## config.mk

```make
export PLATFORM = sky130hd
export DESIGN_NAME = pgwin_xlate
export DESIGN_NICKNAME = d
export VERILOG_FILES = /design/src/rtl/pgwin_pkg.sv /design/src/rtl/pgwin_index_reg.sv /design/src/rtl/pgwin_decode.sv /design/src/rtl/pgwin_compose.sv /design/src/rtl/pgwin_xlate.sv
export SDC_FILE = /design/constraint.sdc
export NUM_CORES = 1
export LEC_CHECK = 0
export ABC_AREA = 1
export BUFFER_PORTS_ARGS = -buffer_cell sky130_fd_sc_hd__buf_4
export CAP_MARGIN = 30
export CELL_PAD_IN_SITES_DETAIL_PLACEMENT = 0
export CELL_PAD_IN_SITES_GLOBAL_PLACEMENT = 1
export CORE_ASPECT_RATIO = 0.7
export CORE_MARGIN = 4
export CORE_UTILIZATION = 22
export DETAILED_ROUTE_END_ITERATION = 6
export PLACE_DENSITY = 0.81
export SYNTH_ARGS = -nofsm -noshare
export SYNTH_HDL_FRONTEND = slang
export SYNTH_SLANG_ARGS = --single-unit
```

## constraint.sdc

```tcl
create_clock -name clk -period 2 [get_ports clk]
set_input_delay 0.4 -clock clk [delete_from_list [all_inputs] [get_ports clk]]
set_output_delay 0.4 -clock clk [all_outputs]
set_load 0.1 [all_outputs]
```

## src/rtl/pgwin_pkg.sv

```systemverilog
package pgwin_pkg;
  // Decode result for one local address
  typedef enum logic [1:0] {
    WIN_NONE  = 2'd0,
    WIN_PAGED = 2'd1,
    WIN_FIXED = 2'd2
  } win_kind_e;
endpackage

```

## src/rtl/pgwin_index_reg.sv

```systemverilog
module pgwin_index_reg #(
  parameter int               AW       = 16,
  parameter int               DW       = 8,
  parameter logic [AW-1:0]    SEL_ADDR = 16'h0017,
  parameter logic [DW-1:0]    SEL_INIT = 8'hFE
) (
  input  logic          clk,
  input  logic          rst,
  input  logic [AW-1:0] addr,
  input  logic          wr,
  input  logic          rd,
  input  logic [DW-1:0] wdata,
  output logic [DW-1:0] rdata,
  output logic [DW-1:0] page
);
  logic match;
  assign match = (addr == SEL_ADDR);

  always_ff @(posedge clk) begin
    if (rst)              page <= SEL_INIT;
    else if (wr && match) page <= wdata;
  end

  always_comb begin
    rdata = '0;
    if (rd && match) rdata = page;
  end
endmodule

```

## src/rtl/pgwin_decode.sv

```systemverilog
module pgwin_decode
  import pgwin_pkg::*;
#(
  parameter int BLK_W     = 6,
  parameter int PAGED_BLK = 2
) (
  input  logic [BLK_W-1:0] blk,
  output win_kind_e        kind
);
  localparam logic [BLK_W-1:0] PAGED_B = BLK_W'(PAGED_BLK);
  localparam logic [BLK_W-1:0] FIXED_B = BLK_W'(PAGED_BLK + 1);

  always_comb begin
    if (blk == PAGED_B)      kind = WIN_PAGED;
    else if (blk == FIXED_B) kind = WIN_FIXED;
    else                     kind = WIN_NONE;
  end
endmodule

```

## src/rtl/pgwin_compose.sv

```systemverilog
module pgwin_compose
  import pgwin_pkg::*;
#(
  parameter int              PAGE_W = 8,
  parameter int              OFF_W  = 10,
  parameter int              TAG_W  = 5,
  parameter logic [TAG_W-1:0] TAG   = 5'b00100
) (
  input  win_kind_e                   kind,
  input  logic [PAGE_W-1:0]           page,
  input  logic [OFF_W-1:0]            off,
  output logic                        hit,
  output logic [TAG_W+PAGE_W+OFF_W-1:0] gaddr
);
  localparam logic [PAGE_W-1:0] TOP_PAGE = '1;

  logic [PAGE_W-1:0] eff_page;

  always_comb begin
    hit      = (kind != WIN_NONE);
    eff_page = (kind == WIN_FIXED) ? TOP_PAGE : page;
    gaddr    = hit ? {TAG, eff_page, off} : '0;
  end
endmodule

```

## src/rtl/pgwin_xlate.sv

```systemverilog
module pgwin_xlate #(
  parameter int                 LA_W      = 16,
  parameter int                 GA_W      = 23,
  parameter int                 PAGE_W    = 8,
  parameter int                 OFF_W     = 10,
  parameter int                 RA_W      = 16,
  parameter logic [RA_W-1:0]    SEL_ADDR  = 16'h0017,
  parameter logic [PAGE_W-1:0]  SEL_INIT  = 8'hFE,
  parameter logic [LA_W-1:0]    WIN_BASE  = 16'h0800,
  parameter logic [GA_W-PAGE_W-OFF_W-1:0] GTAG = 5'b00100
) (
  input  logic              clk,
  input  logic              rst,
  input  logic [RA_W-1:0]   reg_addr,
  input  logic              reg_wr,
  input  logic              reg_rd,
  input  logic [PAGE_W-1:0] reg_wdata,
  output logic [PAGE_W-1:0] reg_rdata,
  input  logic [LA_W-1:0]   cpu_addr,
  output logic              win_hit,
  output logic [GA_W-1:0]   glb_addr
);
  import pgwin_pkg::*;

  localparam int TAG_W     = GA_W - PAGE_W - OFF_W;
  localparam int BLK_W     = LA_W - OFF_W;
  localparam int PAGED_BLK = int'(WIN_BASE >> OFF_W);

  logic [PAGE_W-1:0] page_q;
  win_kind_e         kind;

  pgwin_index_reg #(
    .AW(RA_W), .DW(PAGE_W), .SEL_ADDR(SEL_ADDR), .SEL_INIT(SEL_INIT)
  ) u_reg (
    .clk(clk), .rst(rst), .addr(reg_addr), .wr(reg_wr), .rd(reg_rd),
    .wdata(reg_wdata), .rdata(reg_rdata), .page(page_q)
  );

  pgwin_decode #(
    .BLK_W(BLK_W), .PAGED_BLK(PAGED_BLK)
  ) u_dec (
    .blk(cpu_addr[LA_W-1:OFF_W]), .kind(kind)
  );

  pgwin_compose #(
    .PAGE_W(PAGE_W), .OFF_W(OFF_W), .TAG_W(TAG_W), .TAG(GTAG)
  ) u_cmp (
    .kind(kind), .page(page_q), .off(cpu_addr[OFF_W-1:0]),
    .hit(win_hit), .gaddr(glb_addr)
  );
endmodule

```

==> summary.md <==
| Metric | Value |
|---|---|
| Post-CTS clock slew at the launch and capture registers of the worst setup and hold paths | 0.04 ns |
| Worst r2r path cells | 4 |
| Layout Cell Area excl Fill | 0.001655 sq mm |
| Leakage power summed over all cells | about 0.87 nW |
| Worst slack at placement | -0.3334 ns |
| Number of flip-flops in the largest register | 8 |
| Register with the most flip-flops | u_reg.page |
| Maximum clock frequency | between 500 and 600 MHz |
| Worst min path class | input pin to flip-flop |
| Clock Tree Buf Depth | 2 |
| Dpl hpwl | 2.168 mm |
| Drt first pass iters | 4 |
| Result of the run | finished, final reports clean |
| Share of synthesized registers carrying an async set or reset | 0% |
| Fin util | 56.25% |
| Total congestion overflow | 0 |
| Post-synthesis cell area | 708.2 sq um |
| CTS Root Cell | sky130_fd_sc_hd__clkbuf_8 |
| DRC violations left | 0 |
| Unrepaired setup endpoints after global routing | yes |
| Cell accounting for the most synthesized area | sky130_fd_sc_hd__dfxtp_1 |
| Growth of design area from synthesis to finish | 133.7% |
| Post-route antenna net violation count | 0 |
| Hold Buf Count CTS | 0 |
| DIE AREA | 0.004205 sq mm |
| Total power density per cell area | ~340 mW/mm^2 |
| Maximum number of pins on one net before global-route repair | 11 |
| Total vias in the final route | between 900 and 1,000 |
| Proportion of netlist area held by the largest area contributor | 22.61% |
| FF+latch count, synth | 8 |
| Top Usage Layer GRT | met2 |
| Worst hold path depth | 3 |
| Type of destination of the critical path | primary output |
| Via-to-Cell Ratio | 4.307 |
| Final TNS setup | 0 ns |
| Proportion of layout cells with a drive suffix above 1 | 61.90% |
| Number of max-slew violations in the final report | 0 |
| Critical Path Source Type | input pin |
| Critical path start-end classification | input pin to primary output |
| Commonest register cell after synthesis | sky130_fd_sc_hd__dfxtp_1 |
| DRT Wirelength | 2.703 mm |
| Number of primary I/O pins | 76 |
| Start point of the worst min-delay path | reg_wdata[0] |
| Fin Hold WS | 0.4273 ns |
| Final period demand of the worst path | ~2.0 ns |
| Total Nets Final | 235 |
| Vias in the first global route | about 940 |
| Non-filler cells, final | 225 |
| Worst-path maximum fanout | 10 |
| Number of core rows | 16 |
| Overall Global Routing Usage | 12.02% |
| Largest regs | u_reg.page: 8 flops |
| Hold EP | u_reg.page[0] |
| Required time of the worst setup path | between 1.5 and 2 ns |
| Number of failing hold endpoints at the final stage | 0 |
| First-pass GRT wire length | 3.967 mm |
| Die span in x | 75.81 um |
| Max capacitance violation total | 0 |
| Setup slack of the worst register-to-register path | 1.26 ns |
| Setup violations, final | 0 |
| Seq/Total Area, Yosys | between 20 and 25% |
| GR Util met1 | 13.19% |
| Most frequent cell after synthesis | sky130_fd_sc_hd__inv_1 |
| Count of flip-flops with a built-in enable after synthesis | 0 |
| Largest cells by area after synthesis | sky130_fd_sc_hd__dfxtp_1 (23%), sky130_fd_sc_hd__inv_1 (13%), sky130_fd_sc_hd__nor2_1 (9.5%) |
| DP Area | 0.001371 sq mm |
| Total core area | approximately 0.003 sq mm |
| Fin worst setup slack | 0.01450 ns |
| Gpl congestion | 0.6746 |
| Initial antenna violation count | 0 |
| Data arrival time of the worst path | 1.59 ns |
| Placed instance count | 219 |
| Met2 track utilization from global routing | 20.85% |
| Syn Area/Cell | 6.267 sq um |
| Clock sink total | 8 |
| Setup clock skew after layout | 0 ns |
| CTS tree | done |
| Yosys warns | 0 |
| Met3 Use GR | 5.616% |
| Wire length per cell | 12.01 um |
| Die span in y | 55.47 um |
| Port bufs | 71 |
| VDD IR max | 0.2522 mV |
| Synth cell types | 19 |
| Capturing point of the worst reg2reg path | u_reg.page[0] |
| Most numerous cell types in the synthesized netlist | sky130_fd_sc_hd__inv_1 (24), sky130_fd_sc_hd__nor2_1 (18), sky130_fd_sc_hd__nand2_1 (14) |
| Mapped Cells | about 110 |
| Number of buffers created by CTS | 3 |
| Clock latency at the later pin of the worst-skew pair | 0.22 ns |
| Starting utilization of the core area | 24.06% |
| H-tree Lvls | 1 |
| Power after layout | 0.5658 mW |
| Number of diodes added for antenna fixing | 0 |
| Critical R2R Launch | u_reg.page[0] |
| DRC violation total after the first TritonRoute iteration | 7 |
| Crit share post-route | 99.28% |
worst max-delay path, cell delays in order:
cell and delay, ns:
sky130_fd_sc_hd__buf_4 0.11, sky130_fd_sc_hd__or2_4 0.27, sky130_fd_sc_hd__nor3_4 0.20, sky130_fd_sc_hd__nor2_4 0.08, sky130_fd_sc_hd__buf_12 0.16, sky130_fd_sc_hd__a21oi_2 0.15
sky130_fd_sc_hd__buf_8 0.22
routing by layer:
| metal | routed length (um) | vias up |
|---|---|---|
| met5 | 0 | - |
| met4 | 11 | 0 |
| met3 | 351 | 3 |
| met2 | 1353 | 45 |
| met1 | 987 | 429 |
| li1 | - | 492 |
kinds of logic (layout without fill, tap and decap cells):
logic type / after synthesis / after routing / synth area share, %
buf+inv: 32 / 105 / 20.67
other cells: 1 / 4 / 0.5295
simple gates: 64 / 64 / 50.53
flops: 8 / 8 / 22.61
compound gates: 8 / 8 / 5.654
timing repair:
item	in CTS	in global routing
buffers inserted	2	1
endpoints found under the setup margin	20	24
gates resized for setup	24	17
pin swaps	1	0
cell type report:
class | count | area, sq um
multi-input combinational | 76 | 583.1
fill | 273 | 1287
tap | 36 | 45.04
sequential | 8 | 160.2
timing repair buffer | 77 | 725.7
clock buffer | 3 | 41.29
inverter | 25 | 100.1
power by group:
group | switching (mW) | total, mW | internal, mW
logic | 0.131 | 0.215 | 0.0845
clock network | 0.0601 | 0.190 | 0.130
registers | 0.00000129 | 0.160 | 0.160
cell usage in the layout, fill, tap and decap left out:
| cell | n |
|---|---|
| sky130_fd_sc_hd__buf_6 | 10 |
| sky130_fd_sc_hd__nor2_4 | 13 |
| sky130_fd_sc_hd__dfxtp_1 | 8 |
| sky130_fd_sc_hd__inv_1 | 22 |
| sky130_fd_sc_hd__nand2_1 | 14 |
| sky130_fd_sc_hd__inv_2 | 1 |
| sky130_fd_sc_hd__nand3_4 | 2 |
| sky130_fd_sc_hd__buf_8 | 3 |
| sky130_fd_sc_hd__buf_4 | 57 |
| sky130_fd_sc_hd__a21oi_4 | 7 |
| sky130_fd_sc_hd__buf_12 | 7 |
| sky130_fd_sc_hd__or2_4 | 1 |
| sky130_fd_sc_hd__nand3b_1 | 1 |
| sky130_fd_sc_hd__nand3_1 | 7 |
| sky130_fd_sc_hd__nand4_1 | 7 |
| sky130_fd_sc_hd__a21oi_2 | 1 |
| sky130_fd_sc_hd__clkinvlp_4 | 1 |
| sky130_fd_sc_hd__conb_1 | 4 |
| sky130_fd_sc_hd__nor3_4 | 2 |
| sky130_fd_sc_hd__inv_4 | 1 |
| sky130_fd_sc_hd__nor2_2 | 8 |
| sky130_fd_sc_hd__clkbuf_8 | 3 |
| sky130_fd_sc_hd__nor2_1 | 9 |
worst max path at each step:
| stage | start | endpoint | slack, ns | cells past startpoint |
|---|---|---|---|---|
| finish | cpu_addr[15] | glb_addr[15] | 0.01 | 7 |
| global route | cpu_addr[15] | glb_addr[15] | -0.02 | 7 |
| CTS | cpu_addr[15] | glb_addr[10] | -0.01 | 7 |
| detailed placement | cpu_addr[11] | win_hit | -0.33 | 6 |
| global placement | cpu_addr[11] | win_hit | -0.29 | 6 |
| floorplan | cpu_addr[13] | glb_addr[20] | -0.31 | 6 |
No activity file was read; power rests on OpenSTA's default activity.
